$ cat config.mk
export PLATFORM = sky130hd
export DESIGN_NAME = lag_framer
export DESIGN_NICKNAME = d
export VERILOG_FILES = /design/src/rtl/lag_framer_pkg.sv /design/src/rtl/lag_framer_dp.sv /design/src/rtl/lag_framer_ctl.sv /design/src/rtl/lag_framer.sv
export SDC_FILE = /design/constraint.sdc
export NUM_CORES = 1
export LEC_CHECK = 0
export ABC_CLOCK_PERIOD_IN_PS = 2400
export BUFFER_PORTS_ARGS = -buffer_cell sky130_fd_sc_hd__buf_2
export CAP_MARGIN = 20
export CORE_AREA = 2 2 127 129
export CTS_CLUSTER_SIZE = 10
export DETAILED_ROUTE_END_ITERATION = 8
export DIE_AREA = 0 0 129 131
export GPL_TIMING_DRIVEN = 0
export PLACE_DENSITY = 0.68
export SYNTH_ARGS = -nofsm -noshare
export SYNTH_HDL_FRONTEND = slang
export SYNTH_SLANG_ARGS = --single-unit
$ cat constraint.sdc
create_clock -name clk -period 2.4 [get_ports clk]
set_input_delay 0.24 -clock clk [delete_from_list [all_inputs] [get_ports clk]]
set_output_delay 0.24 -clock clk [all_outputs]
set_load 0.02 [all_outputs]
$ cat src/rtl/lag_framer_pkg.sv
package lag_framer_pkg;
  localparam int WORD_W = 32;

  typedef enum logic [1:0] {
    ST_IDLE,
    ST_HDR,
    ST_DATA,
    ST_PAD
  } frameState_t;

  // strobes from control to datapath
  typedef struct packed {
    logic start;    // slot tick: capture header, clear lag count
    logic selHdr;   // output the header word
    logic selData;  // output the current sub-array word
    logic selPad;   // output a zero filler word
    logic fire;     // output word transferred this cycle
  } frameCtl_t;
endpackage

$ cat src/rtl/lag_framer_dp.sv
module lag_framer_dp
  import lag_framer_pkg::*;
#(
  parameter int FRAME_WORDS = 262144,
  parameter int NUM_SUB     = 4,
  parameter int IDX_W       = 2
) (
  input  logic                      clk,
  input  logic                      rstN,
  input  frameCtl_t                 ctl,
  input  logic [IDX_W-1:0]          curIdx,
  input  logic [NUM_SUB*WORD_W-1:0] subData,
  output logic [WORD_W-1:0]         outData,
  output logic                      lagAtEnd
);
  localparam int CNT_W = $clog2(FRAME_WORDS + 1);

  logic [WORD_W-1:0] slotCnt;
  logic [WORD_W-1:0] hdrVal;
  logic [CNT_W-1:0]  lagCnt;

  always_ff @(posedge clk) begin
    if (!rstN) begin
      slotCnt <= '0;
      hdrVal  <= '0;
      lagCnt  <= '0;
    end else if (ctl.start) begin
      hdrVal  <= slotCnt;
      slotCnt <= slotCnt + 1'b1;
      lagCnt  <= '0;
    end else if (ctl.fire && (ctl.selData || ctl.selPad)) begin
      lagCnt <= lagCnt + 1'b1;
    end
  end

  assign lagAtEnd = (lagCnt == CNT_W'(FRAME_WORDS - 1));

  always_comb begin
    if (ctl.selHdr)       outData = hdrVal;
    else if (ctl.selData) outData = subData[int'(curIdx)*WORD_W +: WORD_W];
    else                  outData = '0;
  end

  AST_PAD_IN_BUDGET: assert property (@(posedge clk) disable iff (!rstN)
    ctl.selPad |-> (lagCnt < CNT_W'(FRAME_WORDS)));
  AST_STAMP_STEP: assert property (@(posedge clk) disable iff (!rstN)
    ctl.start |=> (slotCnt == hdrVal + 1'b1));
endmodule

$ cat src/rtl/lag_framer_ctl.sv
module lag_framer_ctl
  import lag_framer_pkg::*;
#(
  parameter int NUM_SUB = 4,
  parameter int IDX_W   = 2
) (
  input  logic               clk,
  input  logic               rstN,
  input  logic               slotTick,
  input  logic               stampEn,
  input  logic               padEn,
  input  logic [NUM_SUB-1:0] activeMask,
  input  logic [NUM_SUB-1:0] subValid,
  input  logic [NUM_SUB-1:0] subLast,
  input  logic               outReady,
  input  logic               lagAtEnd,
  output frameCtl_t          ctl,
  output logic [IDX_W-1:0]   curIdx,
  output logic [NUM_SUB-1:0] subReady,
  output logic               outValid,
  output logic               outLast,
  output logic               overflow
);
  frameState_t        state, nextState;
  logic [NUM_SUB-1:0] pending, nextPending, pendingRest;
  logic               padQ, nextPad;
  logic               fire, finishing, busy;

  // lowest pending sub-array is served first
  always_comb begin
    curIdx = '0;
    for (int i = NUM_SUB - 1; i >= 0; i--) begin
      if (pending[i]) curIdx = IDX_W'(i);
    end
  end

  assign pendingRest = pending & ~(NUM_SUB'(1) << curIdx);

  always_comb begin
    outValid = 1'b0;
    outLast  = 1'b0;
    subReady = '0;
    ctl      = '0;
    case (state)
      ST_HDR: begin
        ctl.selHdr = 1'b1;
        outValid   = 1'b1;
        outLast    = (pending == '0) && !padQ;
      end
      ST_DATA: begin
        ctl.selData      = 1'b1;
        outValid         = subValid[curIdx];
        outLast          = subValid[curIdx] && subLast[curIdx] &&
                           (pendingRest == '0) && (!padQ || lagAtEnd);
        subReady[curIdx] = outReady;
      end
      ST_PAD: begin
        ctl.selPad = 1'b1;
        outValid   = 1'b1;
        outLast    = lagAtEnd;
      end
      default: ;
    endcase
    fire      = outValid && outReady;
    ctl.fire  = fire;
    ctl.start = slotTick;
  end

  assign finishing = fire && outLast;
  assign busy      = (state != ST_IDLE);

  always_comb begin
    nextState   = state;
    nextPending = pending;
    nextPad     = padQ;
    if (slotTick) begin
      nextPending = activeMask;
      nextPad     = padEn;
      if (stampEn)              nextState = ST_HDR;
      else if (activeMask != 0) nextState = ST_DATA;
      else if (padEn)           nextState = ST_PAD;
      else                      nextState = ST_IDLE;
    end else begin
      case (state)
        ST_HDR: if (fire) begin
          if (pending != '0) nextState = ST_DATA;
          else if (padQ)     nextState = ST_PAD;
          else               nextState = ST_IDLE;
        end
        ST_DATA: if (fire && subLast[curIdx]) begin
          nextPending = pendingRest;
          if (pendingRest != '0) nextState = ST_DATA;
          else if (finishing)    nextState = ST_IDLE;
          else                   nextState = ST_PAD;
        end
        ST_PAD: if (finishing) nextState = ST_IDLE;
        default: ;
      endcase
    end
  end

  always_ff @(posedge clk) begin
    if (!rstN) begin
      state    <= ST_IDLE;
      pending  <= '0;
      padQ     <= 1'b0;
      overflow <= 1'b0;
    end else begin
      state   <= nextState;
      pending <= nextPending;
      padQ    <= nextPad;
      if (slotTick && busy && !finishing) overflow <= 1'b1;
    end
  end

  AST_OVF_STICKY: assert property (@(posedge clk) disable iff (!rstN)
    overflow |=> overflow);
  AST_SINGLE_GRANT: assert property (@(posedge clk) disable iff (!rstN)
    $onehot0(subReady));
  AST_GRANT_NEEDS_SINK: assert property (@(posedge clk) disable iff (!rstN)
    (subReady != '0) |-> outReady);
  AST_HOLD_WORD: assert property (@(posedge clk) disable iff (!rstN)
    (outValid && !outReady && !slotTick && state != ST_DATA) |=> (outValid && $stable(state)));
  AST_LAST_HAS_VALID: assert property (@(posedge clk) disable iff (!rstN)
    outLast |-> outValid);
endmodule

$ cat src/rtl/lag_framer.sv
module lag_framer
  import lag_framer_pkg::*;
#(
  parameter int NUM_SUB     = 4,
  parameter int FRAME_WORDS = 262144
) (
  input  logic                      clk,
  input  logic                      rstN,
  input  logic                      slotTick,
  input  logic                      stampEn,
  input  logic                      padEn,
  input  logic [NUM_SUB-1:0]        activeMask,
  input  logic [NUM_SUB*WORD_W-1:0] subData,
  input  logic [NUM_SUB-1:0]        subValid,
  input  logic [NUM_SUB-1:0]        subLast,
  output logic [NUM_SUB-1:0]        subReady,
  output logic [WORD_W-1:0]         outData,
  output logic                      outValid,
  output logic                      outLast,
  input  logic                      outReady,
  output logic                      overflow
);
  localparam int IDX_W = (NUM_SUB > 1) ? $clog2(NUM_SUB) : 1;

  frameCtl_t        ctl;
  logic [IDX_W-1:0] curIdx;
  logic             lagAtEnd;

  lag_framer_ctl #(.NUM_SUB(NUM_SUB), .IDX_W(IDX_W)) uCtl (
    .clk(clk), .rstN(rstN), .slotTick(slotTick), .stampEn(stampEn),
    .padEn(padEn), .activeMask(activeMask), .subValid(subValid),
    .subLast(subLast), .outReady(outReady), .lagAtEnd(lagAtEnd),
    .ctl(ctl), .curIdx(curIdx), .subReady(subReady), .outValid(outValid),
    .outLast(outLast), .overflow(overflow)
  );

  lag_framer_dp #(.FRAME_WORDS(FRAME_WORDS), .NUM_SUB(NUM_SUB), .IDX_W(IDX_W)) uDp (
    .clk(clk), .rstN(rstN), .ctl(ctl), .curIdx(curIdx), .subData(subData),
    .outData(outData), .lagAtEnd(lagAtEnd)
  );
endmodule

==> results of run 1 <==
-- flip-flops by register name, indices dropped and copies added (netlist names) --
signal / count
uCtl.state: 2
uDp.hdrVal: 32
uDp.slotCnt: 32
uCtl.overflow: 1
uCtl.pending: 4
uCtl.padQ: 1
uDp.lagCnt: 19
-- routing by layer --
metal,vias up,part of all wire,routed length [um],GRT usage
met3,15,0.068,1150,0.0326
li1,2844,-,-,-
met1,2693,0.46,7800,0.269
met5,-,0,0,0
met2,227,0.46,7660,0.314
met4,0,0.010,170,0.0480
-- where the power goes --
part           leakage, nW  switching (mW)  internal [mW]
registers            0.738          0.0175           1.52
logic                 2.26           0.417          0.312
clock network        0.147           0.614          0.842
total                 3.14            1.05           2.68
-- cell usage after synthesis, types with 6 or more instances --
master	instances
sky130_fd_sc_hd__a22o_1	32
sky130_fd_sc_hd__nand2_1	98
sky130_fd_sc_hd__o31ai_1	6
sky130_fd_sc_hd__dfxtp_1	91
sky130_fd_sc_hd__or3_1	17
sky130_fd_sc_hd__or4_1	9
sky130_fd_sc_hd__xor2_1	12
sky130_fd_sc_hd__xnor2_1	11
sky130_fd_sc_hd__mux2i_1	41
sky130_fd_sc_hd__o311ai_0	7
sky130_fd_sc_hd__inv_1	8
sky130_fd_sc_hd__and3_1	10
sky130_fd_sc_hd__nor2_1	70
sky130_fd_sc_hd__o21ai_0	12
sky130_fd_sc_hd__a222oi_1	32
sky130_fd_sc_hd__clkbuf_1	49
sky130_fd_sc_hd__nand4_1	14
sky130_fd_sc_hd__nor3_1	9
sky130_fd_sc_hd__nand3_1	29
sky130_fd_sc_hd__a21oi_1	19
sky130_fd_sc_hd__o41ai_1	6
-- worst max-delay path, delay by kind of cell, from the launching register on --
| family | cells | cell delay (ns) |
|---|---|---|
| buf+inv | 4 | 0.71 |
| compound gates | 2 | 0.25 |
| flops | 1 | 0.35 |
| simple gates | 2 | 0.44 |
-- repair_timing --
item,4_1_cts,5_1_grt
buffers inserted,3,5
pin swaps,2,6
gates resized for setup,42,39
hold buffers,0,0
cloned,0,1
endpoints found under the setup margin,46,42
-- cells by family (layout without fill, tap and decap cells) --
kind of cell | Yosys count | after routing | synth area share
and+or+nand+nor | 295 | 295 | 0.275
muxes | 41 | 41 | 0.0773
xor gates and xnor gates | 23 | 23 | 0.0380
DFF | 91 | 91 | 0.343
buffers and inverters | 64 | 267 | 0.0509
adders and majority gates | 2 | 2 | 0.00471
AOI/OAI and AO/OA | 139 | 139 | 0.211
-- through the flow --
stage / hold slack (ns) / setup slack, ns / setup TNS, ns / cell area, um2
2_1_floorplan: 0.379 / 0.443 / 0 / 5310
3_3_place_gp: 0.464 / -0.263 / -5.58 / 6490
3_5_place_dp: 0.472 / -0.283 / -6.36 / 6490
4_1_cts: 0.149 / -0.00155 / -0.00155 / 6900
5_1_grt: 0.152 / -0.0227 / -0.0232 / 7020
6_report: 0.160 / 0.0540 / 0 / 7020
-- final cells by class --
cell class	instances	share of cell area
Buffer	51	0.0442
Clock buffer	11	0.0346
Clock inverter	5	0.00856
Inverter	8	0.00428
Multi-Input combinational cell	500	0.469
Sequential cell	91	0.261
Tap cell	216	0.0385
Timing Repair Buffer	192	0.140
-- worst paths after layout --
path	start	endpoint	slack (ns)	cells after the start
setup / recovery	uCtl.pending[0]	outData[2]	0.05	8
hold / removal	activeMask[0]	uCtl.pending[0]	0.16	3
setup reg to reg	uDp.slotCnt[0]	uDp.slotCnt[26]	0.23	6
hold reg to reg	uDp.lagCnt[18]	uDp.lagCnt[18]	0.48	2
==> results_tabular.tex, run 1 <==
\begin{tabular}{lr}
\hline
Metric & Value \\
\hline
\multicolumn{2}{l}{\textbf{Global routing}} \\
\quad Maximum number of pins on one net before global-route repair & 16 \\
\quad Total routing usage reported by global routing & 0.194 \\
\quad Via count of the first global-routing pass & 5105 \\
\quad Initial antenna violation count & 0 \\
\quad Total global routing overflow & 0 \\
\quad First-pass GRT wire length & 26000 um \\
\multicolumn{2}{l}{\textbf{Worst setup path}} \\
\quad Crit path max fanout & 10 \\
\quad Critical Path Source Type & flip-flop \\
\quad Required time at the endpoint of the critical path & 2.16 ns \\
\quad Largest stage delay, worst path & 0.35 ns \\
\quad Top cell by count, worst path & sky130\_fd\_sc\_hd\_\_buf\_4 \\
\quad Kind of end point of the critical path & output pin \\
\quad Crit Path Class & flip-flop to output pin \\
\quad Crit-path cells & buf\_6 > nor4b\_4 > buf\_4 > buf\_4 > a222oi\_1 > nand2\_1 > a22o\_1 > buf\_2 \\
\quad Worst EP arrival & 2.11 ns \\
\quad Standard cell with the maximum stage delay on the critical path & sky130\_fd\_sc\_hd\_\_dfxtp\_2 \\
\multicolumn{2}{l}{\textbf{Routing}} \\
\quad Antenna-violating nets left & 0 \\
\quad DRC violation total after the first TritonRoute iteration & 433 \\
\quad Drt via density & 5.38 \\
\quad Residual DRC & 0 \\
\quad Wirelength per Cell & 15.6 um \\
\quad DRT Pass-1 Iters & 6 \\
\quad Total via count in the routed design & 5779 \\
\quad Final Routed Wirelength & 16800 um \\
\multicolumn{2}{l}{\textbf{Floorplanning}} \\
\quad Die extent in y & 131 um \\
\quad Core Box Area & 15600 um2 \\
\quad Num rows & 46 \\
\quad Starting Density & 0.340 \\
\quad I/O pins & 185 \\
\quad Area of the die & 16900 um2 \\
\quad Die boundary width & 129 um \\
\multicolumn{2}{l}{\textbf{Layout}} \\
\quad Layout Cells excl Fill & 1074 \\
\quad Antenna Cells & 0 \\
\quad Fraction of final layout cells sized beyond drive strength 1 & 0.317 \\
\quad Final Util & 0.450 \\
\quad Sequential cell area in the final layout & 1830 um2 \\
\quad Area occupied by multi-input gates & 3290 um2 \\
\quad Fillers & 1597 \\
\quad Most frequent standard cell in the layout excluding fill and tap cells & sky130\_fd\_sc\_hd\_\_buf\_2 \\
\quad Nets & 1001 \\
\quad Layout overhead on the synthesized area & 32.2\% \\
\quad Commonest cells after routing, fill and taps aside & sky130\_fd\_sc\_hd\_\_buf\_2, sky130\_fd\_sc\_hd\_\_nand2\_1, sky130\_fd\_sc\_hd\_\_dfxtp\_1 \\
\multicolumn{2}{l}{\textbf{Logic synthesis}} \\
\quad Cell count after synthesis & 655 \\
\quad Area contributors post-synth & sky130\_fd\_sc\_hd\_\_dfxtp\_1, sky130\_fd\_sc\_hd\_\_mux2i\_1, sky130\_fd\_sc\_hd\_\_nand2\_1 \\
\quad Number of enable flip-flop cells after synthesis & 0 \\
\quad Cell variety after synth & 57 \\
\quad Largest area contributor in the netlist & sky130\_fd\_sc\_hd\_\_dfxtp\_1 \\
\quad Share of flip-flops with an asynchronous set or reset & 0 \\
\quad Synth top area share & 0.343 \\
\quad Prevailing post-synth register cell & sky130\_fd\_sc\_hd\_\_dfxtp\_1 \\
\quad Yosys warning total & 0 \\
\quad Number of synthesized register bits & 91 \\
\quad Synth Net Count & 803 \\
\quad Mapped Avg Cell Area & 8.10 um2 \\
\quad Portion of the post-synthesis area used by sequential elements & 0.343 \\
\quad Post-Synthesis Cell Area & 5310 um2 \\
\multicolumn{2}{l}{\textbf{Timing}} \\
\quad Unrepaired setup endpoints after global routing & yes \\
\quad Min Tclk post-route & 2.35 ns \\
\quad Peak clock frequency supported by timing & 426 MHz \\
\quad Finish-stage setup viols & 0 \\
\quad Slew @ Worst Pin & 0.772 ns \\
\quad Max-Slew Margin vs Limit & 0.481 \\
\quad Number of failing hold endpoints at the final stage & 0 \\
\quad Clock Skew & 0.00974 ns \\
\quad Max Slew Vio Count & 0 \\
\quad Period utilization & 0.978 \\
\multicolumn{2}{l}{\textbf{Pwr}} \\
\quad Maximum VDD drop & 0.000354 V \\
\quad Leak Pwr & 3.14 nW \\
\quad Design Power & 3.73 mW \\
\quad Pwr Density & 531 nW/um2 \\
\multicolumn{2}{l}{\textbf{Clock tree}} \\
\quad Clock latency reported for the late side of the worst-skew pair & 0.35 ns \\
\quad Root Buffer Master & sky130\_fd\_sc\_hd\_\_clkbuf\_16 \\
\quad Largest buffer count on any clock path & 2 \\
\quad Inserted Clock Buffers & 9 \\
\quad TritonCTS clock tree & yes \\
\quad Clock input transition at the sequential cells of the worst setup and hold paths & 0.07 ns \\
\quad Number of H-tree levels & 3 \\
\quad Clock sinks & 91 \\
\multicolumn{2}{l}{\textbf{Flow run}} \\
\quad Max\_cap viols & 0 \\
\multicolumn{2}{l}{\textbf{Hold path}} \\
\quad Worst hold path class & input port to flip-flop \\
\multicolumn{2}{l}{\textbf{Placed design}} \\
\quad Total instance count after detailed placement & 1054 \\
\quad Buffers on Ports & 183 \\
\quad HPWL Detailed & 12300 um \\
\quad Final estimated routing congestion in global placement & 0.814 \\
\multicolumn{2}{l}{\textbf{Run status}} \\
\quad Outcome & finished, final reports clean \\
\hline
\end{tabular}
Power figures use the tool's default switching activity.
==> run 2: changes to the inputs <==
Settings changed: CTS_BUF_LIST set to sky130_fd_sc_hd__clkbuf_16.
==> run 2 against run 1 <==
  * Core utilization decreased by 0.064 points
  * Setup slack better by 0.00051 ns
  * First-iteration DRC count is 1.4% lower
  * Critical path type unchanged
  * Largest cell class unchanged
==> results_tabular.tex, run 2 (same netlist as run 1, synthesis figures left out) <==
\begin{tabular}{lr}
\hline
Metric & Value \\
\hline
\multicolumn{2}{l}{\textbf{Timing}} \\
\quad Period utilization & 0.977 (about the same) \\
\quad Min Tclk post-route & 2.35 ns (-0.000509 ns) \\
\quad Slew @ Worst Pin & 0.765 ns (-0.00707 ns) \\
\quad Worst Slack Setup Final & 0.0545 ns (+0.000509 ns) \\
\quad Max-Slew Margin vs Limit & 0.486 (+0.00475) \\
\quad Max Slew Vio Count & 0 (unchanged) \\
\quad Peak clock frequency supported by timing & 426 MHz (about the same) \\
\quad Number of failing hold endpoints at the final stage & 0 (unchanged) \\
\quad Finish-stage setup viols & 0 (unchanged) \\
\quad Clock Skew & 0.00991 ns (+0.000173 ns) \\
\quad Unrepaired setup endpoints after global routing & yes \\
\multicolumn{2}{l}{\textbf{Worst setup path}} \\
\quad Critical Path Start & uCtl.pending[0] \\
\quad Worst flop-to-flop path endpoint & uDp.slotCnt[26] \\
\quad Worst R2R Setup Slack & 0.23 ns (about the same) \\
\quad Worst reg2reg startpoint & uDp.slotCnt[0] \\
\quad Crit path max fanout & 10 (unchanged) \\
\quad Worst EP arrival & 2.11 ns (about the same) \\
\quad Worst-case reg-to-reg path depth & 6 (unchanged) \\
\quad Required time at the endpoint of the critical path & 2.16 ns (about the same) \\
\quad Kind of end point of the critical path & output pin \\
\quad Critical Path Source Type & flip-flop \\
\quad Critical path destination & outData[2] \\
\quad Crit Path Class & flip-flop to output pin \\
\multicolumn{2}{l}{\textbf{Run status}} \\
\quad Outcome & finished, final reports clean \\
\multicolumn{2}{l}{\textbf{Clock tree}} \\
\quad Root Buffer Master & sky130\_fd\_sc\_hd\_\_clkbuf\_16 \\
\quad TritonCTS clock tree & yes \\
\quad Clock input transition at the sequential cells of the worst setup and hold paths & 0.07 ns (about the same) \\
\quad Clock sinks & 91 (unchanged) \\
\quad Number of buffers added to fix hold violations after cts & 0 (unchanged) \\
\quad Clock latency reported for the late side of the worst-skew pair & 0.35 ns (about the same) \\
\quad Inserted Clock Buffers & 9 (unchanged) \\
\quad Largest buffer count on any clock path & 2 (unchanged) \\
\quad Number of H-tree levels & 3 (unchanged) \\
\multicolumn{2}{l}{\textbf{Pwr}} \\
\quad Share of total power in combinational logic & 0.198 (+0.002) \\
\quad Sequential cell fraction of total power & 0.418 (+0.004) \\
\quad Clock power share & 0.384 (-0.007) \\
\quad Leak Pwr & 3.14 nW (about the same) \\
\quad Maximum VDD drop & 0.000354 V (about the same) \\
\quad Total internal power & 2.64 mW (-1.4\%) \\
\quad Pwr Density & 526 nW/um2 (-0.90\%) \\
\quad Net load switching power & 1.05 mW (-0.23\%) \\
\quad Switching part of the total power & 0.284 (+0.00229) \\
\multicolumn{2}{l}{\textbf{Placed design}} \\
\quad Cell Area, Placed & 6490 um2 (unchanged) \\
\quad Buffers on Ports & 183 (unchanged) \\
\quad HPWL Detailed & 12300 um (unchanged) \\
\quad Final estimated routing congestion in global placement & 0.814 (unchanged) \\
\quad Post-place setup slack & -0.283 ns (unchanged) \\
\multicolumn{2}{l}{\textbf{Floorplanning}} \\
\quad I/O pins & 185 (unchanged) \\
\quad Area of the die & 16900 um2 (unchanged) \\
\quad Num rows & 46 (unchanged) \\
\quad Die boundary width & 129 um (unchanged) \\
\quad Starting Density & 0.340 (unchanged) \\
\quad Die extent in y & 131 um (unchanged) \\
\quad Core Box Area & 15600 um2 (unchanged) \\
\multicolumn{2}{l}{\textbf{Global routing}} \\
\quad Total routing usage reported by global routing & 0.194 (unchanged) \\
\quad Global-route layer with the greatest usage & met2 \\
\quad Maximum number of pins on one net before global-route repair & 16 (unchanged) \\
\quad Via count of the first global-routing pass & 5105 (unchanged) \\
\quad Total global routing overflow & 0 (unchanged) \\
\quad Met1 layer usage reported by global route & 0.269 (unchanged) \\
\quad First-pass GRT wire length & 26000 um (unchanged) \\
\quad Met2 global-route usage & 0.314 (unchanged) \\
\quad Initial antenna violation count & 0 (unchanged) \\
\quad GR Util met3 & 0.0326 (unchanged) \\
\multicolumn{2}{l}{\textbf{Routing}} \\
\quad DRC violation total after the first TritonRoute iteration & 427 (-1.4\%) \\
\quad Total via count in the routed design & 5765 (-0.24\%) \\
\quad DRT Pass-1 Iters & 6 (unchanged) \\
\quad Antenna-violating nets left & 0 (unchanged) \\
\quad Residual DRC & 0 (unchanged) \\
\quad Final Routed Wirelength & 16800 um (about the same) \\
\quad Drt via density & 5.37 (-0.24\%) \\
\quad Wirelength per Cell & 15.6 um (about the same) \\
\multicolumn{2}{l}{\textbf{Layout}} \\
\quad Fraction of final layout cells sized beyond drive strength 1 & 0.316 (-0.00117) \\
\quad Antenna Cells & 0 (unchanged) \\
\quad Final instance area & 7010 um2 (-0.14\%) \\
\quad Commonest cells after routing, fill and taps aside & sky130\_fd\_sc\_hd\_\_buf\_2, sky130\_fd\_sc\_hd\_\_nand2\_1, sky130\_fd\_sc\_hd\_\_dfxtp\_1 \\
\quad Area occupied by multi-input gates & 3290 um2 (unchanged) \\
\quad Largest registers & uDp.hdrVal: 32 flops, uDp.slotCnt: 32 flops, uDp.lagCnt: 19 flops \\
\quad Layout overhead on the synthesized area & 32.1\% \\
\quad Most frequent standard cell in the layout excluding fill and tap cells & sky130\_fd\_sc\_hd\_\_buf\_2 \\
\quad Nets & 1001 (unchanged) \\
\quad Sequential cell area in the final layout & 1830 um2 (unchanged) \\
\quad Fillers & 1598 (+0.063\%) \\
\multicolumn{2}{l}{\textbf{Hold path}} \\
\quad Launch instance of the worst min-delay path & activeMask[0] \\
\quad Worst hold path class & input port to flip-flop \\
\multicolumn{2}{l}{\textbf{Flow run}} \\
\quad Max\_cap viols & 0 (unchanged) \\
\hline
\end{tabular}
run 2: layout make-up:
cell class / count / share of cell area
clock buffers: 9 / 0.0321
flip-flops and latches: 91 / 0.262
repair buffers: 192 / 0.140
inverters: 8 / 0.00428
multi-input cells: 500 / 0.470
well taps: 216 / 0.0386
plain buffers: 51 / 0.0443
clock inverters: 7 / 0.00964
run 2: worst min path at each step:
stage	slack [ns]	endpoint	depth (start not counted)
2_1_floorplan	0.38	uCtl.pending[1]	2
3_3_place_gp	0.46	uDp.lagCnt[18]	2
3_5_place_dp	0.47	uDp.lagCnt[18]	2
4_1_cts	0.15	uCtl.pending[1]	3
5_1_grt	0.15	uCtl.pending[0]	3
6_report	0.16	uCtl.pending[0]	3
run 2: layer usage:
metal | vias to the layer above | part of all wire
met1 | 2690 | 0.46
met5 | - | 0
met3 | 13 | 0.069
li1 | 2844 | -
met2 | 218 | 0.46
met4 | 0 | 0.0099
run 2: through the flow:
step                total power [mW]  TNS [ns]   util  hold slack, ns  instances
CTS                             3.68  -0.00155  0.442           0.149       1069
detailed placement              2.24     -6.36  0.416           0.472       1054
global placement                2.24     -5.58  0.416           0.464       1054
floorplan                       1.97         0      -           0.379        655
finish                          3.69         0  0.449           0.162       1074
global route                    3.85   -0.0232  0.449           0.152       1074
run 2: power by group through the flow:
stage | clock, mW | sequential, mW | combinational, mW
5_1_grt | 1.50 | 1.54 | 0.800
2_1_floorplan | 0 | 1.57 | 0.399
3_3_place_gp | 0 | 1.57 | 0.667
4_1_cts | 1.45 | 1.54 | 0.696
3_5_place_dp | 0 | 1.57 | 0.671
6_report | 1.42 | 1.54 | 0.729
run 2: worst max-delay path, cell delays in order, from the launching register on:
cell and delay, ns:
sky130_fd_sc_hd__dfxtp_2 0.35, sky130_fd_sc_hd__buf_6 0.14, sky130_fd_sc_hd__nor4b_4 0.34, sky130_fd_sc_hd__buf_4 0.22, sky130_fd_sc_hd__buf_4 0.19, sky130_fd_sc_hd__a222oi_1 0.10
sky130_fd_sc_hd__nand2_1 0.10, sky130_fd_sc_hd__a22o_1 0.15, sky130_fd_sc_hd__buf_2 0.16
run 2: what timing repair did:
item | 4_1_cts | 5_1_grt
hold endpoints to repair | 0 | 0
resized for setup | 42 | 39
setup buffers | 3 | 5
endpoints found under the setup margin | 46 | 42
gates cloned | 0 | 1
pin swaps | 2 | 6
